## src/rtl/hz_pkg.sv

```systemverilog
package hz_pkg;
  typedef enum logic [1:0] {
    FWD_RF     = 2'b00,
    FWD_ALU    = 2'b01,
    FWD_MEMALU = 2'b10,
    FWD_LOAD   = 2'b11
  } fwd_sel_e;
endpackage

```

## src/rtl/fwd_cmp.sv

```systemverilog
module fwd_cmp #(
  parameter int REG_W     = 5,
  parameter bit ZERO_HARD = 1'b1
) (
  input  logic [REG_W-1:0] src,
  input  logic [REG_W-1:0] dst,
  input  logic             wen,
  output logic             hit
);
  logic src_zero;
  assign src_zero = (src == '0) && ZERO_HARD;
  assign hit      = wen && (src == dst) && !src_zero;
endmodule

```

## src/rtl/fwd_pick.sv

```systemverilog
module fwd_pick
  import hz_pkg::*;
#(
  parameter int REG_W     = 5,
  parameter bit ZERO_HARD = 1'b1
) (
  input  logic [REG_W-1:0] src,
  input  logic [REG_W-1:0] alu_dst,
  input  logic             alu_wen,
  input  logic             alu_load,
  input  logic [REG_W-1:0] mem_dst,
  input  logic             mem_wen,
  input  logic             mem_load,
  output fwd_sel_e         sel,
  output logic             load_near
);
  localparam int NSTG = 2;  // index 0: ALU stage (distance 1), 1: MEM stage (distance 2)

  logic [REG_W-1:0] dst_a  [NSTG];
  logic [NSTG-1:0]  wen_a;
  logic [NSTG-1:0]  hit;

  assign dst_a[0] = alu_dst;
  assign dst_a[1] = mem_dst;
  assign wen_a    = {mem_wen, alu_wen};

  for (genvar s = 0; s < NSTG; s++) begin : g_cmp
    fwd_cmp #(.REG_W(REG_W), .ZERO_HARD(ZERO_HARD)) u_cmp (
      .src (src),
      .dst (dst_a[s]),
      .wen (wen_a[s]),
      .hit (hit[s])
    );
  end

  // Youngest producer wins
  always_comb begin
    if (hit[0])      sel = alu_load ? FWD_LOAD : FWD_ALU;
    else if (hit[1]) sel = mem_load ? FWD_LOAD : FWD_MEMALU;
    else             sel = FWD_RF;
  end

  assign load_near = hit[0] && alu_load;
endmodule

```

## src/rtl/fwd_hazard_unit.sv

```systemverilog
module fwd_hazard_unit
  import hz_pkg::*;
#(
  parameter int REG_W     = 5,
  parameter int NUM_SRC   = 2,
  parameter bit ZERO_HARD = 1'b1
) (
  input  logic                     clk,
  input  logic                     rst,
  input  logic [NUM_SRC*REG_W-1:0] rd_src,
  input  logic [REG_W-1:0]         alu_dst,
  input  logic                     alu_wen,
  input  logic                     alu_load,
  input  logic [REG_W-1:0]         mem_dst,
  input  logic                     mem_wen,
  input  logic                     mem_load,
  output logic [2*NUM_SRC-1:0]     fwd_sel,
  output logic                     stall
);
  localparam int SEL_W = 2;

  fwd_sel_e           sel_c [NUM_SRC];
  fwd_sel_e           sel_q [NUM_SRC];
  logic [NUM_SRC-1:0] near_c;
  logic [NUM_SRC-1:0] near_q;
  logic               stall_q;

  for (genvar g = 0; g < NUM_SRC; g++) begin : g_op
    fwd_pick #(.REG_W(REG_W), .ZERO_HARD(ZERO_HARD)) u_pick (
      .src       (rd_src[g*REG_W +: REG_W]),
      .alu_dst   (alu_dst),
      .alu_wen   (alu_wen),
      .alu_load  (alu_load),
      .mem_dst   (mem_dst),
      .mem_wen   (mem_wen),
      .mem_load  (mem_load),
      .sel       (sel_c[g]),
      .load_near (near_c[g])
    );
    assign fwd_sel[g*SEL_W +: SEL_W] = sel_q[g];
  end

  always_ff @(posedge clk) begin
    if (rst) begin
      stall_q <= 1'b0;
      near_q  <= '0;
      for (int i = 0; i < NUM_SRC; i++) sel_q[i] <= FWD_RF;
    end else if (stall_q) begin
      // Stall cycle ends: inputs ignored, only the stalling-load operands keep the load path
      stall_q <= 1'b0;
      for (int i = 0; i < NUM_SRC; i++) sel_q[i] <= near_q[i] ? FWD_LOAD : FWD_RF;
    end else begin
      stall_q <= |near_c;
      near_q  <= near_c;
      for (int i = 0; i < NUM_SRC; i++) sel_q[i] <= sel_c[i];
    end
  end

  assign stall = stall_q;

  // a stall never lasts longer than one cycle
  a_r5_single_stall: assert property (@(posedge clk) disable iff (rst)
    stall_q |=> !stall_q);

  for (genvar g = 0; g < NUM_SRC; g++) begin : g_chk
    // after a stall no operand uses a retired ALU-result path
    a_r9_post_stall: assert property (@(posedge clk) disable iff (rst)
      stall_q |=> (sel_q[g] == FWD_RF || sel_q[g] == FWD_LOAD));
    // distance-1 ALU producer selects the ALU result
    a_r2_alu_path: assert property (@(posedge clk) disable iff (rst)
      (!stall_q && alu_wen && !alu_load && alu_dst == rd_src[g*REG_W +: REG_W]
       && !(ZERO_HARD && rd_src[g*REG_W +: REG_W] == '0))
      |=> sel_q[g] == FWD_ALU);
    // hardwired register 0 always reads the register file
    a_r8_zero_reg: assert property (@(posedge clk) disable iff (rst)
      (!stall_q && ZERO_HARD && rd_src[g*REG_W +: REG_W] == '0)
      |=> sel_q[g] == FWD_RF);
  end
endmodule

```

## config.mk

```make
export PLATFORM = sky130hd
export DESIGN_NAME = fwd_hazard_unit
export DESIGN_NICKNAME = d
export VERILOG_FILES = /design/src/rtl/hz_pkg.sv /design/src/rtl/fwd_cmp.sv /design/src/rtl/fwd_pick.sv /design/src/rtl/fwd_hazard_unit.sv
export SDC_FILE = /design/constraint.sdc
export NUM_CORES = 1
export LEC_CHECK = 0
export CAP_MARGIN = 40
export CORE_MARGIN = 2
export CORE_UTILIZATION = 41
export CTS_CLUSTER_DIAMETER = 150
export CTS_CLUSTER_SIZE = 8
export DETAILED_ROUTE_END_ITERATION = 8
export GPL_TIMING_DRIVEN = 0
export PLACE_DENSITY = 0.89
export SLEW_MARGIN = 10
export SYNTH_ARGS = -nofsm -noshare
export SYNTH_HDL_FRONTEND = slang
export SYNTH_SLANG_ARGS = --single-unit
```

## constraint.sdc

```tcl
create_clock -name clk -period 3.9 [get_ports clk]
set_input_delay 0.975 -clock clk [delete_from_list [all_inputs] [get_ports clk]]
set_output_delay 0.975 -clock clk [all_outputs]
set_load 0.01 [all_outputs]
```

==> impl_metrics.json <==
{
  "area_growth_pct": 58.6,
  "run_status": "finished clean",
  "dpl-instance-area_sq_um": 938,
  "fp-row-count": 13,
  "grt_usage_pct": 17.2,
  "synth-edff-count": 4,
  "fin_crit_ps": 2480,
  "synth.most_common_cell": "xnor2_1",
  "grt_start_max_net_pins": 9,
  "syn_avg_cell_area_sq_um": 8.81,
  "rsz0062_at_grt": "false",
  "critical_path.top_delay_family": "simple AND/OR/NAND/NOR gates",
  "p_clk_share_pct": 30.2,
  "cap_violations": 0,
  "drt.antenna.violating_nets": 0,
  "routed_wl_um": 1470,
  "seq_area_frac_synth_pct": 29.6,
  "ioPinCount": 31,
  "final.period_utilization_pct": 63.5,
  "crit_slowest_cell": "clkdlybuf4s50_1",
  "synth_warnings": 0,
  "die_h_um": 42.5,
  "place.gp.congestion": 0.823,
  "hold_buffers": 0,
  "dieArea_sq_um": 1810,
  "initial_utilization_pct": 45.0,
  "p_comb_share_pct": 32.5,
  "switchingPower_mw": 0.0561,
  "crit_chain": "clkdlybuf4s50_1 > xor2_1 > nor4_2 > nand2_1 > a211o_1",
  "hpwl_um": 1300,
  "leakagePower_nw": 0.371,
  "cts_resized": 0,
  "grt-ovfl-total": 0,
  "syn_area_sq_um": 608,
  "htree_levels": 1,
  "p_total_mw": 0.216,
  "power.internal_mw": 0.160,
  "io_buffers": 30,
  "finalMaxSlewViolations": 0,
  "dr.pass1.iters": 4,
  "p_seq_share_pct": 37.3,
  "grt_pass1_wl_um": 2380,
  "cp.arrival_ps": 2470,
  "cts_tree": "yes",
  "clk_path_buf_depth": 2,
  "antenna_cells": 0,
  "crit_path_max_fanout": 4,
  "hold_class": "reg2reg",
  "fin_ws_ps": 1420,
  "end_kind": "flop",
  "wl_per_cell_um": 12.1,
  "via_per_inst": 5.24,
  "drive_above_1_share_pct": 7.55,
  "finalHoldViolations": 0,
  "cp.buffers_inverters": 1,
  "drc": 0,
  "design_area_sq_um": 965,
  "clk_pin_slew_ps": 50,
  "post-place-ws_ps": 1180,
  "synthArstFlopShare_pct": 0,
  "finClkSkew_ps": 5.68,
  "synth_top_flop_cell": "edfxtp_1",
  "ys_seq_elements": 7,
  "synthCells": 69,
  "core_sq_um": 1350,
  "power_density_nw_per_um2": 224,
  "synthTopCellsByArea": "edfxtp_1 20%, xnor2_1 16%, xor2_1 13%",
  "synth_commonest_cells": "11 x xnor2_1, 9 x xor2_1, 5 x nand2_1, 5 x nor2_1",
  "grt_antenna_before_repair": 0,
  "post_cts_buffers": 0,
  "yosys.area.top_type": "edfxtp_1",
  "fin_util_pct": 71.5,
  "drt_iter0_markers": 20,
  "synth_cell_types": 26,
  "cts-buffers-inserted": 3,
  "clock_latency_ps": 250,
  "synth_top_area_share_pct": 19.8,
  "fmax_mhz": 404,
  "cts-root-buf": "clkbuf_4",
  "ir_drop_mv": 0.110,
  "num_vias": 634,
  "crit_type": "in2reg",
  "setup_viol_count_final": 0,
  "grt_pass1_vias": 612,
  "nets": 133,
  "netSwitchingFraction_pct": 25.9,
  "clkSinkCount": 7,
  "fin_tns_setup_ps": 0,
  "crit_required_ps": 3900,
  "slowest_delay_ps": 480,
  "worstSetupStartpointType": "primary input",
  "die_x_um": 42.5
}
[registers in the layout, summed over array words and instances, names as in the netlist]
name and cells:
stall 1, near_q 2, sel_q 4
[layout make-up]
cell class / count / area, sq um
multi-input cells: 61 / 424
inverters: 4 / 15.0
clock buffers: 4 / 26.3
well taps: 15 / 18.8
fillers: 115 / 385
repair buffers: 30 / 300
flip-flops and latches: 7 / 180
[cell families after synthesis]
logic type	share of synthesized area, %
AOI/OAI and AO/OA	13.4
other	0.617
xor gates and xnor gates	28.8
DFF	29.6
buffers and inverters	2.47
and+or+nand+nor	25.1
[worst paths after layout]
check	startpoint	slack [ps]	cells after the start	to
worst max-delay path	rd_src[8]	1420	5	sel_q[0][3]$_DFFE_PP_
worst min-delay path	near_q[0]$_SDFFE_PP0N_	480	2	near_q[0]$_SDFFE_PP0N_
worst max register to register	stall$_SDFF_PN0_	2460	4	sel_q[0][2]$_DFFE_PP_
worst min register to register	near_q[0]$_SDFFE_PP0N_	480	2	near_q[0]$_SDFFE_PP0N_
[metal layers]
layer / wire (um) / up-vias / share of wire [%] / global-route usage, %
met2: 729 / 33 / 50 / 32.0
met3: 120 / 6 / 8.2 / 2.59
met5: 0 / - / 0 / 0
li1: - / 316 / - / -
met1: 578 / 279 / 39 / 17.7
met4: 41 / 0 / 2.8 / 10.6
[worst register-to-register path, stage by stage (launching register included)]
cell and delay, ps:
dfxtp_1 440, nor2_1 100, and3_1 180, and3_1 170
a211o_1 290
[metrics by stage]
step                hold slack [ps]  std cells
floorplan                       434         72
CTS                             484        121
global placement                448        117
global route                    510        121
detailed placement              475        117
finish                          477        121
[placed cells by master, fill, tap and decap left out]
cell,netlist,layout
or3_2,1,1
clkbuf_4,0,3
o211ai_2,1,1
clkdlybuf4s50_1,0,30
or3_1,1,1
xnor2_1,11,11
xor2_1,9,9
a21boi_0,1,1
conb_1,1,4
clkbuf_1,0,1
nor3_1,1,1
or4b_1,1,1
a211o_1,2,2
and3_1,4,4
a211oi_1,1,1
nor4_2,1,1
inv_1,4,4
a31oi_1,2,2
nor2_1,5,5
or4_4,1,1
or2_2,1,1
nand2b_1,1,1
nand2_1,5,5
nand4_1,3,3
dfxtp_1,3,3
o41ai_1,1,1
edfxtp_1,4,4
nor4_1,1,1
a21oi_1,3,3
[power by group through the flow]
stage	Clock, mW	Combinational, mW	Sequential [mW]
after floorplan	0	0.0266	0.0833
after global placement	0	0.0680	0.0822
after detailed placement	0	0.0699	0.0823
after CTS	0.0680	0.0701	0.0807
after global routing	0.0726	0.0756	0.0807
final	0.0654	0.0703	0.0807
No activity file was read; power rests on OpenSTA's default activity.
